[src/rtl/mbox_pkg.sv]
`timescale 1ns/1ps
package mbox_pkg;
    localparam int DW = 32;

    // Host-visible byte offsets (fixed by the software contract)
    localparam logic [7:0] CMD_OFS  = 8'h00;
    localparam logic [7:0] STAT_OFS = 8'h04;
    localparam logic [7:0] WB_BASE  = 8'h80;
    localparam logic [7:0] RB_BASE  = 8'h90;

    // Command word field positions
    localparam int CODE_LSB = 0;
    localparam int IOC_BIT  = 8;
    localparam int SUB_LSB  = 12;
    localparam int SIZE_LSB = 16;

    typedef enum logic [1:0] {
        ST_IDLE   = 2'd0,
        ST_WAIT   = 2'd1,
        ST_REPORT = 2'd2
    } hs_state_t;

    typedef struct packed {
        logic [7:0] ecode;
        logic [7:0] init;
        logic [3:0] sub;
        logic [8:0] zero;
        logic       ovr;
        logic       err;
        logic       busy;
    } status_t;
endpackage

[src/rtl/mbox_hs_fsm.sv]
`timescale 1ns/1ps
module mbox_hs_fsm
    import mbox_pkg::*;
(
    input  logic       clk,
    input  logic       rst_n,
    input  logic       cmd_wr,
    input  logic [7:0] cmd_code,
    input  logic       cmd_ioc,
    input  logic [3:0] cmd_sub,
    input  logic [7:0] cmd_size,
    input  logic       c_done,
    input  logic       c_err,
    input  logic [7:0] c_ecode,
    input  logic [7:0] c_init,
    output logic       busy,
    output logic       err,
    output logic       overrun,
    output logic [3:0] sub,
    output logic [7:0] code,
    output logic [7:0] size,
    output logic [7:0] init,
    output logic [7:0] ecode,
    output logic       cmd_irq,
    output logic       done_irq
);
    hs_state_t state_q, state_d;
    logic      ioc_q;
    logic      accept;

    // State register
    always_ff @(posedge clk or negedge rst_n) begin
        if (!rst_n) state_q <= ST_IDLE;
        else        state_q <= state_d;
    end

    // Transitions: accept, finish, settle, chain
    always_comb begin
        state_d = state_q;
        unique case (state_q)
            ST_IDLE:   if (cmd_wr) state_d = ST_WAIT;
            ST_WAIT:   if (c_done) state_d = ST_REPORT;
            ST_REPORT: state_d = cmd_wr ? ST_WAIT : ST_IDLE;
            default:   state_d = ST_IDLE;
        endcase
    end

    assign accept = cmd_wr && (state_q != ST_WAIT);

    // Outputs decoded from state
    always_comb begin
        busy     = 1'b0;
        done_irq = 1'b0;
        unique case (state_q)
            ST_IDLE:   ;
            ST_WAIT:   busy = 1'b1;
            ST_REPORT: done_irq = ioc_q;
            default:   ;
        endcase
    end

    // Latched command and completion fields
    always_ff @(posedge clk or negedge rst_n) begin
        if (!rst_n) begin
            code    <= '0;
            sub     <= '0;
            size    <= '0;
            ioc_q   <= 1'b0;
            err     <= 1'b0;
            ecode   <= '0;
            init    <= '0;
            overrun <= 1'b0;
            cmd_irq <= 1'b0;
        end else begin
            cmd_irq <= accept;
            if (accept) begin
                code    <= cmd_code;
                sub     <= cmd_sub;
                size    <= cmd_size;
                ioc_q   <= cmd_ioc;
                err     <= 1'b0;
                ecode   <= '0;
                init    <= '0;
                overrun <= 1'b0;
            end else if (cmd_wr) begin
                overrun <= 1'b1;
            end
            if (state_q == ST_WAIT && c_done) begin
                err   <= c_err;
                ecode <= c_ecode;
                init  <= c_init;
            end
        end
    end


    accept_busy_chk: assert property (@(posedge clk) disable iff (!rst_n)
        (cmd_wr && !busy) |=> (busy && cmd_irq));

    busy_hold_chk: assert property (@(posedge clk) disable iff (!rst_n)
        (busy && !c_done) |=> busy);

    done_pulse_chk: assert property (@(posedge clk) disable iff (!rst_n)
        done_irq |=> !done_irq);

    done_cause_chk: assert property (@(posedge clk) disable iff (!rst_n)
        done_irq |-> $past(busy && c_done));

    overrun_drop_chk: assert property (@(posedge clk) disable iff (!rst_n)
        (cmd_wr && busy) |=> (overrun && $stable(code) && !cmd_irq));

    idle_done_chk: assert property (@(posedge clk) disable iff (!rst_n)
        (!busy && c_done && !cmd_wr) |=> (!busy && !done_irq));
endmodule

[src/rtl/mbox_wbuf.sv]
`timescale 1ns/1ps
module mbox_wbuf #(
    parameter int WORDS = 5,
    parameter int DW    = 32,
    localparam int IW   = $clog2(WORDS)
) (
    input  logic                clk,
    input  logic                rst_n,
    input  logic                we,
    input  logic [IW-1:0]       idx,
    input  logic [DW-1:0]       wdata,
    output logic [WORDS*DW-1:0] words
);
    for (genvar i = 0; i < WORDS; i++) begin : g_word
        logic [DW-1:0] q;
        always_ff @(posedge clk or negedge rst_n) begin
            if (!rst_n)                        q <= '0;
            else if (we && idx == IW'(i))      q <= wdata;
        end
        assign words[i*DW +: DW] = q;
    end


    wbuf_range_chk: assert property (@(posedge clk) disable iff (!rst_n)
        we |-> (int'(idx) < WORDS));
endmodule

[src/rtl/mbox_rbuf.sv]
`timescale 1ns/1ps
module mbox_rbuf #(
    parameter int WORDS = 4,
    parameter int DW    = 32,
    localparam int IW   = $clog2(WORDS),
    localparam int BW   = $clog2(WORDS * DW / 8)
) (
    input  logic          clk,
    input  logic          rst_n,
    input  logic          we,
    input  logic [IW-1:0] widx,
    input  logic [DW-1:0] wdata,
    input  logic [BW-1:0] raddr,
    output logic [DW-1:0] rd_word,
    output logic [7:0]    rd_byte
);
    logic [WORDS*DW-1:0] flat;

    for (genvar i = 0; i < WORDS; i++) begin : g_word
        logic [DW-1:0] q;
        always_ff @(posedge clk or negedge rst_n) begin
            if (!rst_n)                     q <= '0;
            else if (we && widx == IW'(i))  q <= wdata;
        end
        assign flat[i*DW +: DW] = q;
    end

    logic [IW-1:0] ridx;
    logic [1:0]    boff;
    assign ridx    = raddr[BW-1:2];
    assign boff    = raddr[1:0];
    assign rd_word = flat[ridx*DW +: DW];
    assign rd_byte = rd_word[{boff, 3'b000} +: 8];


    rbuf_store_chk: assert property (@(posedge clk) disable iff (!rst_n)
        (we && raddr[BW-1:2] == widx) |=> (rd_word == $past(wdata)));
endmodule

[src/rtl/mbox_regs.sv]
`timescale 1ns/1ps
module mbox_regs
    import mbox_pkg::*;
#(
    parameter int AW       = 8,
    parameter int WB_WORDS = 5,
    parameter int RB_WORDS = 4,
    localparam int RIW     = $clog2(RB_WORDS),
    localparam int WIW     = $clog2(WB_WORDS),
    localparam int RBW     = $clog2(RB_WORDS * 4)
) (
    input  logic                   clk,
    input  logic                   rst_n,
    input  logic [AW-1:0]          h_addr,
    input  logic                   h_wr,
    input  logic                   h_rd,
    input  logic                   h_byte,
    input  logic [DW-1:0]          h_wdata,
    output logic [DW-1:0]          h_rdata,
    output logic                   h_done_irq,
    output logic                   c_cmd_irq,
    output logic [7:0]             c_code,
    output logic [3:0]             c_sub,
    output logic [7:0]             c_size,
    output logic [WB_WORDS*DW-1:0] c_wbuf,
    input  logic                   c_rsp_we,
    input  logic [RIW-1:0]         c_rsp_idx,
    input  logic [DW-1:0]          c_rsp_data,
    input  logic                   c_done,
    input  logic                   c_err,
    input  logic [7:0]             c_ecode,
    input  logic [7:0]             c_init_id
);
    localparam logic [AW-1:0] WB_BYTES = AW'(WB_WORDS * 4);
    localparam logic [AW-1:0] RB_BYTES = AW'(RB_WORDS * 4);

    // Address decode
    logic [AW-1:0] woff, roff;
    logic          cmd_wr, wb_we, rb_hit, stat_hit;
    assign woff     = h_addr - AW'(WB_BASE);
    assign roff     = h_addr - AW'(RB_BASE);
    assign cmd_wr   = h_wr && (h_addr == AW'(CMD_OFS));
    assign wb_we    = h_wr && (woff < WB_BYTES) && (woff[1:0] == 2'b00);
    assign rb_hit   = roff < RB_BYTES;
    assign stat_hit = h_addr == AW'(STAT_OFS);

    logic       busy, err, ovr;
    logic [7:0] init_q, ecode_q;
    logic [3:0] sub_q;

    mbox_hs_fsm u_fsm (
        .clk      (clk),
        .rst_n    (rst_n),
        .cmd_wr   (cmd_wr),
        .cmd_code (h_wdata[CODE_LSB +: 8]),
        .cmd_ioc  (h_wdata[IOC_BIT]),
        .cmd_sub  (h_wdata[SUB_LSB +: 4]),
        .cmd_size (h_wdata[SIZE_LSB +: 8]),
        .c_done   (c_done),
        .c_err    (c_err),
        .c_ecode  (c_ecode),
        .c_init   (c_init_id),
        .busy     (busy),
        .err      (err),
        .overrun  (ovr),
        .sub      (sub_q),
        .code     (c_code),
        .size     (c_size),
        .init     (init_q),
        .ecode    (ecode_q),
        .cmd_irq  (c_cmd_irq),
        .done_irq (h_done_irq)
    );
    assign c_sub = sub_q;

    mbox_wbuf #(.WORDS(WB_WORDS), .DW(DW)) u_wbuf (
        .clk   (clk),
        .rst_n (rst_n),
        .we    (wb_we),
        .idx   (woff[WIW+1:2]),
        .wdata (h_wdata),
        .words (c_wbuf)
    );

    logic [DW-1:0] rb_word;
    logic [7:0]    rb_byte;

    mbox_rbuf #(.WORDS(RB_WORDS), .DW(DW)) u_rbuf (
        .clk     (clk),
        .rst_n   (rst_n),
        .we      (c_rsp_we),
        .widx    (c_rsp_idx),
        .wdata   (c_rsp_data),
        .raddr   (roff[RBW-1:0]),
        .rd_word (rb_word),
        .rd_byte (rb_byte)
    );

    status_t stat;
    always_comb begin
        stat       = '0;
        stat.busy  = busy;
        stat.err   = err;
        stat.ovr   = ovr;
        stat.sub   = sub_q;
        stat.init  = init_q;
        stat.ecode = ecode_q;
    end

    // Host read mux: write-only and unmapped locations return zero
    always_comb begin
        h_rdata = '0;
        if (h_rd) begin
            if (stat_hit)    h_rdata = stat;
            else if (rb_hit) h_rdata = h_byte ? {24'h0, rb_byte} : rb_word;
        end
    end


    cmd_read_zero_chk: assert property (@(posedge clk) disable iff (!rst_n)
        (h_rd && h_addr == AW'(CMD_OFS)) |-> (h_rdata == '0));

    reset_quiet_chk: assert property (@(posedge clk)
        $rose(rst_n) |-> (!h_done_irq && !c_cmd_irq));
endmodule

[config.mk]
export PLATFORM = sky130hd
export DESIGN_NAME = mbox_regs
export DESIGN_NICKNAME = d
export VERILOG_FILES = /design/src/rtl/mbox_pkg.sv /design/src/rtl/mbox_hs_fsm.sv /design/src/rtl/mbox_wbuf.sv /design/src/rtl/mbox_rbuf.sv /design/src/rtl/mbox_regs.sv
export SDC_FILE = /design/constraint.sdc
export NUM_CORES = 1
export LEC_CHECK = 0
export BUFFER_PORTS_ARGS = -buffer_cell sky130_fd_sc_hd__buf_2
export CAP_MARGIN = 20
export CORE_UTILIZATION = 35
export CTS_CLUSTER_SIZE = 12
export DETAILED_ROUTE_END_ITERATION = 12
export PLACE_DENSITY = 0.53
export SKIP_CTS_REPAIR_TIMING = 1
export SYNTH_ARGS = -nofsm -noshare
export SYNTH_HDL_FRONTEND = slang
export SYNTH_SLANG_ARGS = --single-unit
export TNS_END_PERCENT = 20
[constraint.sdc]
create_clock -name clk -period 2.4 [get_ports clk]
set_clock_uncertainty 0.15 [all_clocks]
set_input_delay 0.36 -clock clk [delete_from_list [all_inputs] [get_ports clk]]
set_output_delay 0.36 -clock clk [all_outputs]
set_load 0.02 [all_outputs]
== Word-level counts from Yosys, hierarchy flattened ==
Cells that the tools add are included.

* Order comparisons: 2
* Reductions and logical operators: 22
* Multiplexer cells: 17
* Add/subtract/negate cells: 2
* Equality and inequality tests: 13
* Shifts and indexed selects: 2

{| class="wikitable"
|+ Operator list
! cell !! count
|-
| 32-bit 2-to-1 mux || 4
|-
| 128-bit by 8-bit indexed part select with 32-bit output || 1
|-
| 32-bit by 6-bit indexed part select with 8-bit output || 1
|-
| 8-bit 2-to-1 mux || 3
|-
| 8-bit by 5-bit < comparator with 1-bit output, second input constant || 2
|-
| 8-bit subtractor, second input constant || 2
|-
| 1-bit logical AND || 14
|-
| 8-bit by 3-bit == test with 1-bit output, second input constant || 1
|-
| 8-bit zero test || 1
|-
| 1-bit 2-to-1 mux || 7
|-
| 2-bit == test, second input constant || 3
|-
| 3-bit by 2-bit == test with 1-bit output, second input constant || 2
|-
| 2-bit zero test || 3
|-
| 2-bit case mux with 3 select lines || 1
|-
| 2-bit by 1-bit == test with 1-bit output, second input constant || 2
|-
| 2-bit 2-to-1 mux || 2
|-
| 2-bit by 1-bit != test with 1-bit output, second input constant || 2
|-
| 2-bit nonzero test || 2
|-
| 3-bit by 1-bit == test with 1-bit output, second input constant || 1
|-
| 3-bit == test, second input constant || 1
|-
| 3-bit zero test || 1
|-
| 2-bit != test, second input constant || 1
|-
| 2-bit AND reduction || 1
|}

* Output and inout bits: 214
* Bits in registers: 330
* Logic and storage cells: 77
* Input port bits: 98

== Depth between registers and ports, before layout ==
Gate-level depths: netlist of the first run.

* Depth after elaboration: 7
* Mapped depth: 8
* Gate-level depth less buffers: 5

== Hierarchy ==
A second synthesis of the first run with hierarchy kept.

* Cells, all modules: 875
* Area, all modules: 14,102.3 um^2

{| class="wikitable"
|+ By module, submodules not included
! module !! seq. area each (um^2) !! area each (um^2) !! instances !! cells an instance
|-
| mbox_wbuf || 4,003.8 || 6,033.3 || 1 || 343
|-
| mbox_rbuf || 3,203.1 || 5,730.5 || 1 || 342
|-
| mbox_hs_fsm || 1,051.0 || 1,871.8 || 1 || 132
|-
| mbox_regs || 0.0 || 466.7 || 1 || 58
|}

== Worst setup path before layout of the first run ==
No wires, ideal clock.

* Kind: in2out
* Start: input h_addr[2]
* End: output h_rdata[2]
* Buffers on the path: 4
* Stages on the path: 8
* Data arrival time: 1.836 ns
* Required time: 1.890 ns
* Setup slack: 0.054 ns
* Cells stage by stage: buf_4 buf_8 buf_8 buf_8 mux2i_1 a22oi_1 a41oi_1 o21ai_0

* Cells in the longest elaborated chain, start to end: 7

{| class="wikitable"
|+ RTL lines
! element !! line !! text
|-
| start: declaration || mbox_regs.sv:14 || <nowiki>input logic [AW-1:0] h_addr,</nowiki>
|-
| 8-bit subtractor || mbox_regs.sv:41 || <nowiki>assign roff = h_addr - AW'(RB_BASE);</nowiki>
|-
| 128-bit by 8-bit indexed part select with 32-bit output || mbox_rbuf.sv:32 || <nowiki>assign rd_word = flat[ridx*DW +: DW];</nowiki>
|-
| 32-bit by 6-bit indexed part select with 8-bit output || mbox_rbuf.sv:33 || <nowiki>assign rd_byte = rd_word[{boff, 3'b000} +: 8];</nowiki>
|-
| 32-bit 2-to-1 mux (2 in series) || mbox_regs.sv:115 || <nowiki>else if (rb_hit) h_rdata = h_byte ? {24'h0, rb_byte} : rb_word;</nowiki>
|-
| 32-bit 2-to-1 mux * || mbox_regs.sv:114 || <nowiki>if (stat_hit) h_rdata = stat;</nowiki>
|-
| 32-bit 2-to-1 mux * || mbox_regs.sv:113 || <nowiki>if (h_rd) begin</nowiki>
|-
| end: declaration || mbox_regs.sv:19 || <nowiki>output logic [DW-1:0] h_rdata,</nowiki>
|}

Mark *: on every way between the ends. The rest lies on a longest branch, timed or not.

== Worst setup path after layout of the first run ==
* Start: register u_rbuf.g_word[3].q[17]
* End: output h_rdata[1]

* Cells in the longest elaborated chain, start to end: 6

{| class="wikitable"
|+ RTL lines
! element !! line !! text
|-
| start: declaration || mbox_rbuf.sv:20 || <nowiki>logic [DW-1:0] q;</nowiki>
|-
| start signal: assignment || mbox_rbuf.sv:23 || <nowiki>else if (we && widx == IW'(i)) q <= wdata;</nowiki>
|-
| 128-bit by 8-bit indexed part select with 32-bit output || mbox_rbuf.sv:32 ||
|-
| 32-bit by 6-bit indexed part select with 8-bit output || mbox_rbuf.sv:33 ||
|-
| 32-bit 2-to-1 mux (2 in series) || mbox_regs.sv:115 ||
|-
| 32-bit 2-to-1 mux || mbox_regs.sv:114 ||
|-
| 32-bit 2-to-1 mux || mbox_regs.sv:113 ||
|}

Every way passes these cells.

==> results of run 1 <==
==> per-layer routing <==
metal  routed length, um  vias to the layer above  GRT usage (%)  part of all wire (%)
li1                    -                     4199              -                     -
met1               18080                     4807          27.36                    45
met2               18840                      287          31.54                    47
met3                2413                       59          5.402                   6.0
met4                 869                        4          4.945                   2.2
met5                  27                        -              0                 0.067
==> cell usage after synthesis, types with 2 or more instances <==
| cell | instances |
|---|---|
| and3_1 | 10 |
| nand4_1 | 2 |
| nor2_1 | 5 |
| o21ai_1 | 7 |
| clkbuf_1 | 13 |
| nand3_1 | 4 |
| and2_1 | 2 |
| nand3b_1 | 2 |
| nor2b_1 | 9 |
| o2bb2a_1 | 3 |
| mux2_2 | 245 |
| buf_8 | 3 |
| inv_1 | 2 |
| mux4_2 | 26 |
| a41oi_1 | 3 |
| mux2i_1 | 12 |
| buf_2 | 23 |
| mux2_1 | 64 |
| nand2_1 | 51 |
| a22o_1 | 22 |
| o21ai_0 | 19 |
| dfrtp_1 | 330 |
| buf_4 | 6 |
| nand2b_1 | 6 |
| a21oi_1 | 6 |
| a22oi_1 | 3 |
| a32o_1 | 3 |
| a32oi_1 | 3 |
| buf_1 | 6 |
==> state kept, by name, indices dropped and copies added, names as in the netlist <==
name,count
u_fsm.cmd_irq,1
u_fsm.code,8
u_fsm.ecode,8
u_fsm.err,1
u_fsm.init,8
u_fsm.ioc_q,1
u_fsm.overrun,1
u_fsm.size,8
u_fsm.state_q,2
u_fsm.sub,4
u_rbuf.g_word.q,128
u_wbuf.g_word.q,160
==> power groups by stage <==
stage / registers, mW / logic, mW / clock network, mW
finish: 6.47 / 2.05 / 5.41
global route: 6.54 / 2.21 / 5.81
CTS: 6.46 / 1.91 / 5.59
detailed placement: 6.55 / 1.91 / 0
global placement: 6.55 / 1.87 / 0
floorplan: 6.64 / 0.906 / 0
==> worst reg2reg max path, cell delays in order (launching register included) <==
cell      delay, ns
dfrtp_1        0.39
nor2b_1        0.22
nand2_1        0.13
clkinv_1       0.58
nand2_1        0.32
o21ai_0        0.11
==> per-stage QoR <==
| stage | setup slack [ns] | util (%) |
|---|---|---|
| 2_1_floorplan | 0.05439 | - |
| 3_3_place_gp | -0.2147 | 42.55 |
| 3_5_place_dp | -0.2102 | 42.55 |
| 4_1_cts | -0.3681 | 45.51 |
| 5_1_grt | -0.2581 | 48.06 |
| 6_report | -0.1990 | 48.06 |
==> layout by cell type, fill, tap and decap left out, types with 2 or more instances in the layout <==
| cell type | synthesis | final |
|---|---|---|
| buf_12 | 0 | 19 |
| mux2_1 | 64 | 64 |
| clkbuf_1 | 13 | 9 |
| a22oi_1 | 3 | 3 |
| a22o_1 | 22 | 22 |
| mux2i_1 | 12 | 11 |
| dlygate4sd3_1 | 0 | 80 |
| inv_1 | 2 | 2 |
| a32o_1 | 3 | 3 |
| clkinv_2 | 0 | 4 |
| a41oi_2 | 0 | 3 |
| nand2_1 | 51 | 49 |
| buf_6 | 0 | 8 |
| nor2_1 | 5 | 2 |
| nand2_2 | 0 | 2 |
| nor2_2 | 1 | 3 |
| dfrtp_1 | 330 | 330 |
| nand3b_1 | 2 | 2 |
| mux2_2 | 245 | 245 |
| and3_1 | 10 | 10 |
| mux4_2 | 26 | 26 |
| nand4_1 | 2 | 2 |
| a32oi_1 | 3 | 2 |
| nor2b_1 | 9 | 7 |
| clkbuf_16 | 0 | 39 |
| clkbuf_8 | 0 | 7 |
| nand2b_1 | 6 | 6 |
| o21ai_0 | 19 | 18 |
| nand3_1 | 4 | 4 |
| a21oi_2 | 0 | 5 |
| buf_2 | 23 | 301 |
| buf_4 | 6 | 51 |
| o21ai_2 | 0 | 8 |
==> kinds of logic (layout without fill, tap and decap cells) <==
family / Yosys count / count (layout) / synth area share, %
and+or+nand+nor: 100 / 100 / 3.734
buffers and inverters: 54 / 525 / 2.095
muxes: 347 / 347 / 30.46
AOI/OAI and AO/OA: 70 / 70 / 3.597
DFF: 330 / 330 / 60.11
other: 0 / 1 / 0
==> cell type report <==
class | count | area [um^2]
Clock buffer | 55 | 1106
Tap cell | 518 | 648.1
Antenna cell | 1 | 2.502
Sequential cell | 330 | 8258
Fill cell | 3455 | 20070
Timing Repair Buffer | 461 | 3183
Inverter | 3 | 11.26
Clock inverter | 6 | 37.54
Multi-Input combinational cell | 517 | 5329
==> final timing paths <==
path	to	slack, ns	cells after the start
worst max register to register	u_fsm.err$_DFFE_PN0P_	0.38	5
worst max-delay path	h_rdata[1]	-0.20	5
max in group asynchronous	u_rbuf.g_word[2].q[15]$_DFFE_PN0P_	1.16	3
worst min-delay path	u_wbuf.g_word[3].q[12]$_DFFE_PN0P_	0.02	2
worst min register to register	u_fsm.state_q[0]$_DFFE_PN0P_	0.32	1
min in group asynchronous	u_wbuf.g_word[2].q[1]$_DFFE_PN0P_	0.20	2
==> impl_results.md, run 1 <==
- Outcome: finished with violations
- Failing checks: negative setup slack
- Worst Path Max Fanout: 2
- Synthesized area: 13740 um^2
- Fin crit share: 108.3%
- Final antenna-violating net count: 0
- Vias per inst: 4.948
- Rel. slew slack: 50.91%
- Residual DRC count: 0
- Clk slew on worst S/H paths: 0.06 ns
- Grt ovf: 0
- Synth Net Count: 999
- Rows: 72
- Power Density: 749.5 nW/um^2
- CP Class: reg -> out
- Critical path's largest stage delay: 0.54 ns
- Min-delay src: h_wdata[12]
- Total GRT Usage: 20.01%
- Hold crit path type: in -> reg
- R2r startpoint: u_fsm.state_q[0]$_DFFE_PN0P_
- Psw: 3.520 mW
- DP Area: 16440 um^2
- CP Launch Type: flip-flop
- Top Ports: 312
- Number of clock sinks: 330
- Top cell type by total area after synthesis: dfrtp_1
- DR iter-0 viols: 410
- Mean area per synthesized cell: 15.25 um^2
- Share of cells above drive strength 1: 53.94%
- Vias in the first global route: 9404
- Peak Freq: 384.8 MHz
- CP required: 1.89 ns
- Fin nets: 1449
- Antenna violations before repair: 3
- Clock power frac: 38.9%
- Num CTS Buffers: 38
- Worst slew pin tran: 0.7318 ns
- Crit path cell chain: mux4_2 -> a32oi_2 -> o2bb2a_4 -> o21ai_2 -> buf_6
- Max clock buf depth: 3
- Net Sw Frac: 25.28%
- Worst endpoint data arrival time: 2.09 ns
- VDD IR max: 531.2 uV
- Worst skew pair latency: 0.54 ns
- Max Slew Vio Count: 0
- Top Family by Delay on Critical Path: multiplexers
- DIE AREA: 40050 um^2
- Seq/Total Area, Yosys: 60.11%
- Sequential Power Share: 46.4%
- # placed instances: 1747
- Port buffer count: 311
- Syn. warnings: 0
- Static leakage: 9.462 nW
- Setup crit end kind: output pin
- Worst path bufs/invs: 1
- Die Width: 200.1 um
- First-pass GRT wire length: 61010 um
- Finished layout cell area: 18580 um^2
- Final HPWL DP: 27810 um
- Chip Height: 200.1 um
- DR WL/cell: 21.27 um
- Mapped Cells: 901
- Core Area: 38650 um^2
- Detailed Routing Iterations Pass 1: 4
- CTS H-Tree Depth: 2
- Setup_tns: -1.950 ns
- Cell Count, Final, Fillers Out: 1891
- Placer congestion estimate: 0.7782
- Synth cell types: 40
- Max-Cap Viols: 0
- Initial core utilization: 35.55%
- Area grow syn2layout: 35.21%
- Vias: 9356
- RSZ-0062 raised after global routing: yes
- Part of the power in combinational logic: 14.7%
- Clock root buffer: clkbuf_16
- Cell at the slowest stage of the critical path: mux4_2
- Worst setup startpoint: u_rbuf.g_word[3].q[17]$_DFFE_PN0P_
- Internal Pwr Total: 10.40 mW
- Pin count of the biggest net entering global routing: 62
- TritonCTS clock tree: yes
- Area share of the largest cell type after synthesis: 60.11%
- Number of setup violations in the final report: 21
- Setup ws final: -0.1990 ns
- EDFF count, synth: 0
- Post-synthesis async set-or-reset flop share: 100.0%
- WL final: 40230 um
- Ranking of synthesized cells by area: dfrtp_1 (60%), mux2_2 (20%), mux2_1 (5.2%), mux4_2 (4.3%), a22o_1 (1.4%)
- Overall power: 13.92 mW
- Main synth FF type: dfrtp_1
- Final hold violation count: 0
- Synth Register Bits: 330
- Crit path time final: 2.599 ns
- Final hold slack: 0.02050 ns
(Power assumes the default switching activity.)
==> run 2, diff against run 1 <==
- CORE_ASPECT_RATIO: unset -> 0.5
==> run 2 against run 1 <==
The run ends with negative hold slack, negative setup slack left. Sequential power is essentially flat. Sequential share of layout area rose by 0.90 points. Clock-buffer cell count decreased by 12. Via count down 0.62%. Sequential cell count unchanged. Largest cell class unchanged. Final area is 2.0% lower. Fmax up 1.2%. Global-route usage down 0.34 points. Total power is 4.7% lower. Setup slack gained 0.032 ns. Critical endpoint is now h_rdata[4]. Clock power fell by 12%.
==> impl_results.md, run 2 (synthesized netlist as in run 1, its figures left out) <==
- Final HPWL DP: 27470 um (was 27810 um)
- Worst endpoint data arrival time: 2.06 ns (was 2.09 ns)
- DIE AREA: 40100 um^2 (was 40050 um^2)
- Fill cell count: 3425 (was 3455)
- FF-to-FF End: u_fsm.init[2]$_DFFE_PN0P_ (was u_fsm.err$_DFFE_PN0P_)
- Grt ovf: 0 (unchanged)
- Setup_tns: -1.600 ns (was -1.950 ns)
- Final antenna-violating net count: 0 (unchanged)
- DR WL/cell: 21.21 um (was 21.27 um)
- Total GRT Usage: 19.67% (was 20.01%)
- WL final: 39590 um (was 40230 um)
- TritonCTS clock tree: yes (unchanged)
- Finished layout cell area: 18210 um^2 (was 18580 um^2)
- Worst skew pair latency: 0.52 ns (was 0.54 ns)
- First-pass GRT wire length: 59690 um (was 61010 um)
- Initial core utilization: 36.12% (was 35.55%)
- Fin crit share: 107.0% (was 108.3%)
- Antenna violations before repair: 1 (was 3)
- Vias: 9298 (was 9356)
- Max FFs per register: 160 (unchanged)
- Hold Path Stages: 2 (unchanged)
- Failing checks: negative hold slack, negative setup slack (was negative setup slack)
- Max clock buf depth: 3 (unchanged)
- Leading cell types in the layout, fill and taps excluded: dfrtp_1 (330), buf_2 (306), mux2_2 (245) (was dfrtp_1 (330), buf_2 (301), mux2_2 (245))
- Setup crit end kind: output pin (unchanged)
- Max Slew Vio Count: 0 (unchanged)
- Reg2reg setup slack: 0.43 ns (was 0.38 ns)
- Register area: 8258 um^2 (unchanged)
- Outcome: finished with violations (unchanged)
- Vias per inst: 4.980 (was 4.948)
- Pin count of the biggest net entering global routing: 65 (was 62)
- Placer congestion estimate: 0.8433 (was 0.7782)
- Max-Cap Viols: 0 (unchanged)
- Setup ws final: -0.1672 ns (was -0.1990 ns)
- Hold crit path type: in -> reg (unchanged)
- Area grow syn2layout: 32.52% (was 35.21%)
- Peak Freq: 389.5 MHz (was 384.8 MHz)
- Detailed Routing Iterations Pass 1: 6 (was 4)
- Crit path time final: 2.567 ns (was 2.599 ns)
- CP Class: reg -> out (unchanged)
- Share of cells above drive strength 1: 52.30% (was 53.94%)
- WHS Endpoint: u_wbuf.g_word[2].q[19]$_DFFE_PN0P_ (was u_wbuf.g_word[3].q[12]$_DFFE_PN0P_)
- Biggest register: u_wbuf.g_word.q (unchanged)
- R2r startpoint: u_fsm.state_q[0]$_DFFE_PN0P_ (unchanged)
- Pre-CTS WS: -0.1074 ns (was -0.2102 ns)
- Number of clock sinks: 330 (unchanged)
- CTS H-Tree Depth: 2 (unchanged)
- CP required: 1.89 ns (about the same)
- Vias in the first global route: 9790 (was 9404)
- Port buffer count: 311 (unchanged)
- Clock root buffer: clkbuf_16 (unchanged)
- DR iter-0 viols: 417 (was 410)
- CP Launch Type: flip-flop (unchanged)
- Residual DRC count: 0 (unchanged)
- Static leakage: 9.292 nW (was 9.462 nW)
- Num CTS Buffers: 34 (was 38)
- Power Density: 728.9 nW/um^2 (was 749.5 nW/um^2)
- Clk slew on worst S/H paths: 0.06 ns (about the same)
- Biggest regs: u_wbuf.g_word.q: 160 flops, u_rbuf.g_word.q: 128 flops (unchanged)
- Die Width: 282.2 um (was 200.1 um)
- Most common cell after layout, fill and taps aside: dfrtp_1 (unchanged)
- Core Area: 38040 um^2 (was 38650 um^2)
- Worst Path Max Fanout: 2 (unchanged)
- Rel. slew slack: 54.18% (was 50.91%)
- Chip Height: 142.1 um (was 200.1 um)
- Final hold slack: -0.007431 ns (was 0.02050 ns)
- Multi-input gate area: 5268 um^2 (was 5329 um^2)
- Min-delay src: h_wdata[19] (was h_wdata[12])
- Rows: 50 (was 72)
- RSZ-0062 raised after global routing: yes (unchanged)
- Worst slew pin tran: 0.6831 ns (was 0.7318 ns)
- Number of setup violations in the final report: 17 (was 21)
- Top Ports: 312 (unchanged)
- DP Area: 16410 um^2 (was 16440 um^2)
- VDD IR max: 376.0 uV (was 531.2 uV)
- Final hold violation count: 4 (was 0)
- Worst r2r path cells: 6 (was 5)
- Fin nets: 1433 (was 1449)
run 2: cell count changes in the layout (fill, tap and decap cells not counted), sizes merged:
| cell | before | now |
|---|---|---|
| clkinv | 6 | 4 |
| dlygate4sd3 | 80 | 76 |
| clkbuf | 56 | 43 |
| buf | 380 | 373 |
run 2: worst max path at each step:
stage / cells past startpoint / slack (ns) / from / endpoint
detailed placement: 7 / -0.11 / h_addr[2] / h_rdata[2]
finish: 5 / -0.17 / u_rbuf.g_word[3].q[20]$_DFFE_PN0P_ / h_rdata[4]
CTS: 5 / -0.25 / u_rbuf.g_word[3].q[2]$_DFFE_PN0P_ / h_rdata[2]
global placement: 7 / -0.08 / h_addr[2] / h_rdata[2]
floorplan: 8 / 0.05 / h_addr[2] / h_rdata[2]
global route: 5 / -0.24 / u_rbuf.g_word[2].q[1]$_DFFE_PN0P_ / h_rdata[1]
run 2: per-stage QoR:
stage / total power, mW / instances / hold slack (ns) / util [%]
floorplan: 7.544 / 901 / -0.08559 / -
global placement: 8.414 / 1741 / 0.1306 / 43.14
detailed placement: 8.481 / 1741 / 0.1367 / 43.14
CTS: 13.30 / 1788 / -0.4271 / 45.61
global route: 13.88 / 1867 / 0.0004241 / 47.87
finish: 13.27 / 1867 / -0.007431 / 47.87
run 2: final cells by class:
cell class                      instances  share of cell area (%)
Sequential cell                       330                   45.36
Multi-Input combinational cell        517                   28.93
Clock inverter                          4                  0.1306
Inverter                                3                 0.06185
Clock buffer                           43                   5.031
Tap cell                              520                   3.574
Antenna cell                            1                 0.01374
Timing Repair Buffer                  449                   16.90
run 2: routing by layer:
layer	global-route usage, %	vias to the layer above	part of all wire (%)
met1	23.97	4857	41
met5	0	-	0
met2	35.48	208	52
met3	3.414	78	3.6
met4	6.174	0	3.0
li1	-	4155	-
run 2: report_power, final:
part           switching [mW]  total [mW]  internal [mW]
logic                   0.991        2.05           1.06
registers               0.302        6.46           6.15
clock network            2.10        4.77           2.66
total                    3.40        13.3           9.88
run 2: worst max-delay path, stage by stage, from the launching register on:
cell and delay, ns:
dfrtp_1 0.38, mux4_2 0.54, a22o_1 0.24, o21ai_1 0.13, a21oi_1 0.08, buf_2 0.16
